## config.mk

```make
export PLATFORM = sky130hd
export DESIGN_NAME = dual_dptr
export DESIGN_NICKNAME = d
export VERILOG_FILES = /design/src/rtl/dual_dptr.sv
export SDC_FILE = /design/constraint.sdc
export NUM_CORES = 1
export LEC_CHECK = 0
export ABC_AREA = 1
export CORE_MARGIN = 2
export CORE_UTILIZATION = 55
export CTS_CLUSTER_DIAMETER = 30
export DETAILED_ROUTE_END_ITERATION = 16
export PLACE_DENSITY = 0.86
export SLEW_MARGIN = 20
export SYNTH_ARGS = -nofsm -noshare
export SYNTH_HDL_FRONTEND = slang
export SYNTH_SLANG_ARGS = --single-unit
```

## constraint.sdc

```tcl
create_clock -name clk -period 2.81 [get_ports clk]
set_input_delay 0.562 -clock clk [delete_from_list [all_inputs] [get_ports clk]]
set_output_delay 0.562 -clock clk [all_outputs]
set_load 0.01 [all_outputs]
```

## src/rtl/dual_dptr.sv

```systemverilog
module dual_dptr #(
  parameter int BW = 8
) (
  input  logic            clk,
  input  logic            rst_n,
  input  logic            op_load,
  input  logic [2*BW-1:0] op_imm,
  input  logic            op_inc,
  input  logic            op_rd,
  input  logic            op_wr,
  output logic [2*BW-1:0] mem_addr,
  input  logic [2:0]      sfr_addr,
  input  logic            sfr_we,
  input  logic [BW-1:0]   sfr_wdata,
  output logic [BW-1:0]   sfr_rdata
);
  localparam int AW = 2 * BW;

  logic [AW-1:0] ptr [2];
  logic [7:0]    ctrl;

  logic sel, adv_en, tog_en;
  assign sel    = ctrl[0];
  assign adv_en = ctrl[4];
  assign tog_en = ctrl[5];

  logic          access, any_op, dir;
  logic [AW-1:0] act, step;
  assign access   = op_rd | op_wr;
  assign any_op   = op_load | op_inc | access;
  assign act      = ptr[sel];
  assign dir      = sel ? ctrl[7] : ctrl[6];
  assign step     = dir ? {AW{1'b1}} : AW'(1);
  assign mem_addr = act;

  always_ff @(posedge clk or negedge rst_n) begin
    if (!rst_n) begin
      ptr[0] <= '0;
      ptr[1] <= '0;
      ctrl   <= '0;
    end else begin
      if (op_load)
        ptr[sel] <= op_imm;
      else if (op_inc)
        ptr[sel] <= act + AW'(1);
      else if (access) begin
        if (adv_en) ptr[sel] <= act + step;
      end else if (sfr_we) begin
        case (sfr_addr)
          3'd0: ptr[0][BW-1:0]  <= sfr_wdata;
          3'd1: ptr[0][AW-1:BW] <= sfr_wdata;
          3'd2: ptr[1][BW-1:0]  <= sfr_wdata;
          3'd3: ptr[1][AW-1:BW] <= sfr_wdata;
          3'd4: ctrl            <= 8'(sfr_wdata) & 8'hF1;
          default: ;
        endcase
      end
      if (any_op && tog_en) ctrl[0] <= ~sel;
    end
  end

  always_comb begin
    case (sfr_addr)
      3'd0:    sfr_rdata = ptr[0][BW-1:0];
      3'd1:    sfr_rdata = ptr[0][AW-1:BW];
      3'd2:    sfr_rdata = ptr[1][BW-1:0];
      3'd3:    sfr_rdata = ptr[1][AW-1:BW];
      3'd4:    sfr_rdata = BW'(ctrl);
      default: sfr_rdata = '0;
    endcase
  end
endmodule

```

==> results of run 1 <==
-- through the flow --
stage / utilization / std cells / power, mW / hold WS (ns)
2_1_floorplan: - / 684 / 4.54 / 0.266
3_3_place_gp: 0.698 / 864 / 6.26 / 0.475
3_5_place_dp: 0.698 / 864 / 6.36 / 0.494
4_1_cts: 0.714 / 874 / 6.86 / 0.391
5_1_grt: 0.724 / 877 / 7.64 / 0.429
6_report: 0.724 / 877 / 7.11 / 0.364
-- critical path: stages (launching register included) --
cell	delay (ns)
dfrtp_2	0.45
buf_4	0.19
inv_6	0.09
o21ai_0	0.40
buf_4	0.22
clkdlybuf4s50_1	0.53
-- final cells by class --
| type | count | area share |
|---|---|---|
| sequential | 37 | 0.175 |
| tap | 99 | 0.0233 |
| multi-input combinational | 540 | 0.541 |
| clock buffer | 7 | 0.0163 |
| clock inverter | 1 | 0.00566 |
| inverter | 92 | 0.0667 |
| timing repair buffer | 101 | 0.172 |
-- timing repair --
| item | 4_1_cts | 5_1_grt |
|---|---|---|
| buffers inserted | 2 | 3 |
| resized for setup | 9 | 16 |
| endpoints found under the setup margin | 8 | 27 |
| pin swaps | 1 | 1 |
-- final timing paths --
check                                     to  slack, ns  cells after the start
min in group clk                     ctrl[7]       0.51                      1
max in group asynchronous            ctrl[0]       1.85                      1
worst max-delay path            mem_addr[12]       0.06                      5
worst max register to register       ptr[20]       0.12                     14
worst min register to register       ctrl[7]       0.51                      1
worst min-delay path                 ptr[18]       0.36                      1
-- metal layers --
metal	GRT usage	routed length, um	vias to the layer above
met2	0.570	6920	348
li1	-	-	2467
met3	0.0674	1680	80
met1	0.518	6560	2421
met5	0	0	-
met4	0.199	841	0
-- sequential cells by signal (all words and copies together), names as in the netlist --
name / count
ptr: 32
ctrl: 5
-- kinds of logic after synthesis --
logic type | Yosys count
buffers and inverters | 107
XOR/XNOR | 13
AO/OA/AOI/OAI | 141
AND/OR/NAND/NOR | 367
adder cells (fa/ha/maj) | 16
flip-flops | 37
multiplexers | 3
-- power groups by stage --
stage / sequential [mW] / clock (mW) / combinational, mW
global route: 1.05 / 0.513 / 6.08
floorplan: 0.916 / 0 / 3.62
detailed placement: 1.01 / 0 / 5.35
finish: 1.03 / 0.494 / 5.58
CTS: 1.01 / 0.494 / 5.35
global placement: 1.01 / 0 / 5.25
-- placed cells by master, fill, tap and decap left out, drive strengths merged, types with 15 or more instances in the layout --
master	Yosys	routed
a21oi	47	47
inv	91	90
clkdlybuf4s50	0	46
nor2	69	69
nand2	201	201
ha	15	15
dfrtp	37	37
o21ai	49	49
buf	15	45
nand3	76	76
==> summary.txt, run 1 <==
Power and ir drop
  • Share of power burned in registers: 0.145
  • Leakage: 2.63 nW
  • P_sw: approximately 4.0 mW
  • P per Cell Area: 1340 nW/um^2
  • Sw frac: 0.558
  • Combinational group share of total power: 0.785
  • Clock power share: 0.070
  • Pint: between 3 and 4 mW
  • VDD IR max: between 0.001 and 0.0015 V

STA
  • Clock Skew: approximately 0.0044 ns
  • Setup TNS: 0 ns
  • Post-route setup slack: approximately 0.060 ns
  • Highest clock rate: between 300 and 400 MHz
  • Hold Vio Cnt, Final: 0
  • Final Slew Violations: 0
  • Slew HR: 0.432
  • Final worst path period share: 0.979
  • # setup viols final: 0
  • Final Critical Period: approximately 2.8 ns
  • Tightest Pin Transition: ~0.85 ns

Worst setup path
  • Crit Path Class: register to primary output
  • Worst setup EP type: primary output
  • Startpoint types: register
  • Reg2reg start: ctrl[0]
  • CP Max Fanout: 19
  • CP Data Required Time: 2.25 ns
  • Crit path DAT: around 2.2 ns
  • Critical path origin: ctrl[0]

Final layout
  • Layout cells sized above 1: 0.131
  • Design area: approximately 5300 um^2
  • Fill count: 652
  • Register area: just over 900 um^2
  • Final-stage net count: ~830
  • N_diodes: 0
  • Syn-to-layout area delta: 25.6%
  • Multi-input combinational cell area: between 2000 and 3000 um^2

Global route
  • Tot GR Track Use: 0.379
  • Number of global-route vias before repair: approximately 5k
  • First-pass GRT wire length: between 20 and 25 mm
  • Initial antenna violation count: 0
  • Largest net degree at the start of global routing: 38
  • Grt ovf: 0

Status
  • Status: finished clean

Clock tree
  • CTS clk-pin slew, worst paths: ~0.080 ns
  • Clock Tree Buf Depth: 2
  • CTS root buffer: clkbuf_8
  • TritonCTS clock tree: done
  • # H-tree levels: 2
  • Worst-skew pair later-pin latency: about 0.30 ns
  • CTS Sinks: 37
  • CTS Hold Bufs: 0
  • Num CTS Buffers: 5

Synthesis
  • Share of the synthesized area in the top cell type: 0.219
  • Synth Area in XOR/XNOR: 0.0269
  • Synth Flop Type: dfrtp_1
  • Mux cell area share after synthesis: 0.00799
  • Sequential area share after synthesis: 0.219
  • Top cells by area, synth: dfrtp_1 22%, nand2_1 17%, nand3_1 8.9%
  • #FFs+latches synth: 37
  • Count leader, synth: nand2_1
  • Post-synth EDFFs: 0
  • Complex-gate fraction of the synthesized area: 0.204
  • Adder-Cell Fraction of Synth Area: 0.0491
  • Post-Syn Nets: around 730
  • Avg Cell Area, Syn: 6.18 um^2
  • Synth warnings: 0
  • Async SR Flop Fraction: 1.00
  • Synth Cell Area: approximately 4200 um^2
  • Synth area leader: dfrtp_1
  • Largest family of logic cells by synthesized area: simple AND/OR/NAND/NOR gates
  • Netlist cell types: between 40 and 50
  • Fraction of the mapped netlist area in simple logic gates: 0.382
  • Synth top cells by count: 192 x nand2_1, 88 x inv_1, 75 x nand3_1
  • Cells after Synth: slightly below 700

Place
  • Final Wtd Congestion: 1.06
  • Dpl ws: -0.129 ns
  • Dpl hpwl: roughly 13 mm
  • IO Port Bufs: 57
  • Area post-placement: just over 5000 um^2

Routing
  • DRC violations left: 0
  • DR vias: between 5k and 6k
  • Post-Route WL: approximately 16 mm
  • Vias per cell: between 6 and 7
  • DRT iter0 DRCs: between 500 and 600
  • First-pass iteration count of the detailed router: 6
  • Post-DR wirelength/cell: around 18 um
  • Post-route ant nets: 0

Hold path
  • Tightest Hold Check Type: input pin to asynchronous set/reset pin

Die
  • Die Width: between 90 and 100 um
  • Initial core utilization: 0.577
  • Die area: 8400 um^2
  • Std cell rows: 31
  • Height of the chip: just over 90 um
  • Placeable Area: about 7300 um^2
  • I/O pins: 58

Run
  • Max-cap viol count: 0
(Power assumes the default switching activity.)
==> run 2: changes to the inputs <==
- clock period: 2.81 -> 2.92 ns (I/O delays scaled with it)
==> run 2 against run 1 <==
Effect of this change:
- register-to-register slack barely moved
- sequential cell count unchanged
- highest routed layer unchanged
- hold slack improved by 0.020 ns
- setup slack better by 0.068 ns
- largest power group unchanged
- sequential power decreased by 4%
- clock-buffer cell count down 1
- combinational power is 5.4% lower
- sequential share of layout area rose by 0.34 points
- non-clock buffer count decreased by 12
- clock power is 2% lower
- first-iteration DRC count down 5.7%
- critical endpoint is now ptr[22]
==> summary.txt, run 2 (synthesis gave the netlist of run 1 again) <==
Status
  • Status: finished clean

Final layout
  • Core Util, Final: 0.709
  • Layout cells sized above 1: 0.110
  • Most common cell after layout, fill and taps aside: nand2_1
  • N_diodes: 0
  • Syn-to-layout area delta: 23.0%
  • Commonest cells after routing, fill and taps aside: 192 x nand2_1, 87 x inv_1, 74 x nand3_1, 61 x nor2_1
  • Final-stage net count: slightly above 800
  • Fill count: about 670
  • Register area: 926 um^2
  • Max FFs per register: 32
  • Most flop-heavy register: ptr
  • Registers with the most flip-flops: ptr (32), ctrl (5)
  • Multi-input combinational cell area: 2850 um^2
  • Non-filler cells, final: roughly 870

Global route
  • Grt ovf: 0
  • Tot GR Track Use: 0.385
  • Initial antenna violation count: 0
  • Number of global-route vias before repair: roughly 4.9k
  • Largest net degree at the start of global routing: 38
  • First-pass GRT wire length: about 25 mm

Routing
  • DRT iter0 DRCs: 525
  • DR vias: 5216
  • Post-DR wirelength/cell: about 18 um
  • First-pass iteration count of the detailed router: 5
  • Post-route ant nets: 0
  • DRC violations left: 0
  • Vias per cell: about 6.0
  • Post-Route WL: approximately 16 mm

Worst setup path
  • Worst R2R End: ptr[22]
  • R2R depth: 13
  • Critical path origin: ctrl[0]
  • Startpoint types: register
  • Crit Path Class: register to register
  • Worst setup path end: ptr[22]
  • Crit path DAT: roughly 3.0 ns
  • Worst setup EP type: register
  • CP Data Required Time: 3.14 ns
  • Reg2reg start: ctrl[0]
  • Worst R2R Setup Slack: between 0.1 and 0.15 ns
  • CP Max Fanout: 13

Die
  • Height of the chip: a little over 90 um
  • Placeable Area: roughly 7300 um^2
  • Std cell rows: 31
  • Die area: approximately 8400 um^2
  • Initial core utilization: 0.577
  • Die Width: roughly 92 um
  • I/O pins: 58

STA
  • Hold Vio Cnt, Final: 0
  • Hold_ws: 0.385 ns
  • Slew HR: 0.420
  • Final Critical Period: 2.79 ns
  • # setup viols final: 0
  • Post-route setup slack: between 0.1 and 0.15 ns
  • Tightest Pin Transition: 0.869 ns
  • Clock Skew: 0.00938 ns
  • Final worst path period share: 0.956
  • Highest clock rate: between 300 and 400 MHz
  • Final Slew Violations: 0

Clock tree
  • CTS clk-pin slew, worst paths: around 0.080 ns
  • Clock Tree Buf Depth: 2
  • Num CTS Buffers: 5
  • CTS Sinks: 37
  • CTS Hold Bufs: 0
  • Worst-skew pair later-pin latency: ~0.3 ns
  • # H-tree levels: 2
  • CTS root buffer: clkbuf_8
  • TritonCTS clock tree: done

Hold path
  • Tightest Hold Check Type: input pin to asynchronous set/reset pin

Run
  • Max-cap viol count: 0

Power and ir drop
  • Sw frac: 0.562
  • Share of power burned in registers: 0.146
  • Clock power share: 0.072
  • Combinational group share of total power: 0.782
  • P_sw: 3.80 mW
  • Pint: 2.96 mW
  • VDD IR max: around 0.0012 V
  • Final Power: ~6.8 mW
  • P per Cell Area: ~1300 nW/um^2
  • Leakage: about 2.6 nW

Place
  • Dpl hpwl: 12.7 mm
  • # placed instances: approximately 860
  • IO Port Bufs: between 50 and 60
  • Dpl ws: -0.0503 ns
  • Final Wtd Congestion: around 1.0
run 2: worst min path at each step:
stage | start | end | slack, ns | cells after the start
finish | rst_n | ptr[21] | 0.38 | 1
global route | rst_n | ptr[21] | 0.44 | 1
CTS | rst_n | ptr[21] | 0.42 | 1
detailed placement | ptr[14] | ptr[14] | 0.50 | 2
global placement | ptr[18] | ptr[18] | 0.48 | 2
floorplan | rst_n | ctrl[0] | 0.29 | 0
run 2: timing repair:
action	CTS	global route
buffers inserted	0	1
gates resized for setup	7	8
endpoints found under the setup margin	6	11
run 2: final cells by class:
| type | count | share of cell area |
|---|---|---|
| clock inverter | 2 | 0.00722 |
| timing repair buffer | 89 | 0.159 |
| clock buffer | 6 | 0.0159 |
| sequential | 37 | 0.178 |
| multi-input combinational | 540 | 0.548 |
| tap | 99 | 0.0238 |
| inverter | 92 | 0.0681 |
run 2: per-layer routing:
layer  up-vias  GRT usage  part of all wire
met5         -          0                 0
met4         0      0.176             0.047
met3        54     0.0929              0.12
met2       351      0.591              0.44
met1      2368      0.513              0.39
li1       2443          -                 -
run 2: critical path, stage by stage, from the launching register on:
cell and delay, ns:
dfrtp_1 0.44, o21ai_2 0.28, clkinvlp_4 0.18, buf_12 0.17
ha_1 0.37, nand2_1 0.12, inv_1 0.09, nand4_1 0.07
nand2_1 0.21, xor2_1 0.25, nand2_1 0.08, o211ai_1 0.17
nand2_1 0.11, a21boi_1 0.18
run 2: through the flow:
step,area [um^2],TNS [ns]
6_report,5200,0
5_1_grt,5200,-0.00174
4_1_cts,5150,0
3_5_place_dp,5040,-0.162
3_3_place_gp,5040,-0.0233
2_1_floorplan,4230,0
run 2: power groups by stage:
stage | sequential (mW) | combinational (mW) | clock, mW
after floorplan | 0.882 | 3.49 | 0
final | 0.988 | 5.28 | 0.484
after global placement | 0.976 | 4.96 | 0
after CTS | 0.973 | 5.08 | 0.480
after detailed placement | 0.980 | 5.06 | 0
after global routing | 1.00 | 5.79 | 0.498
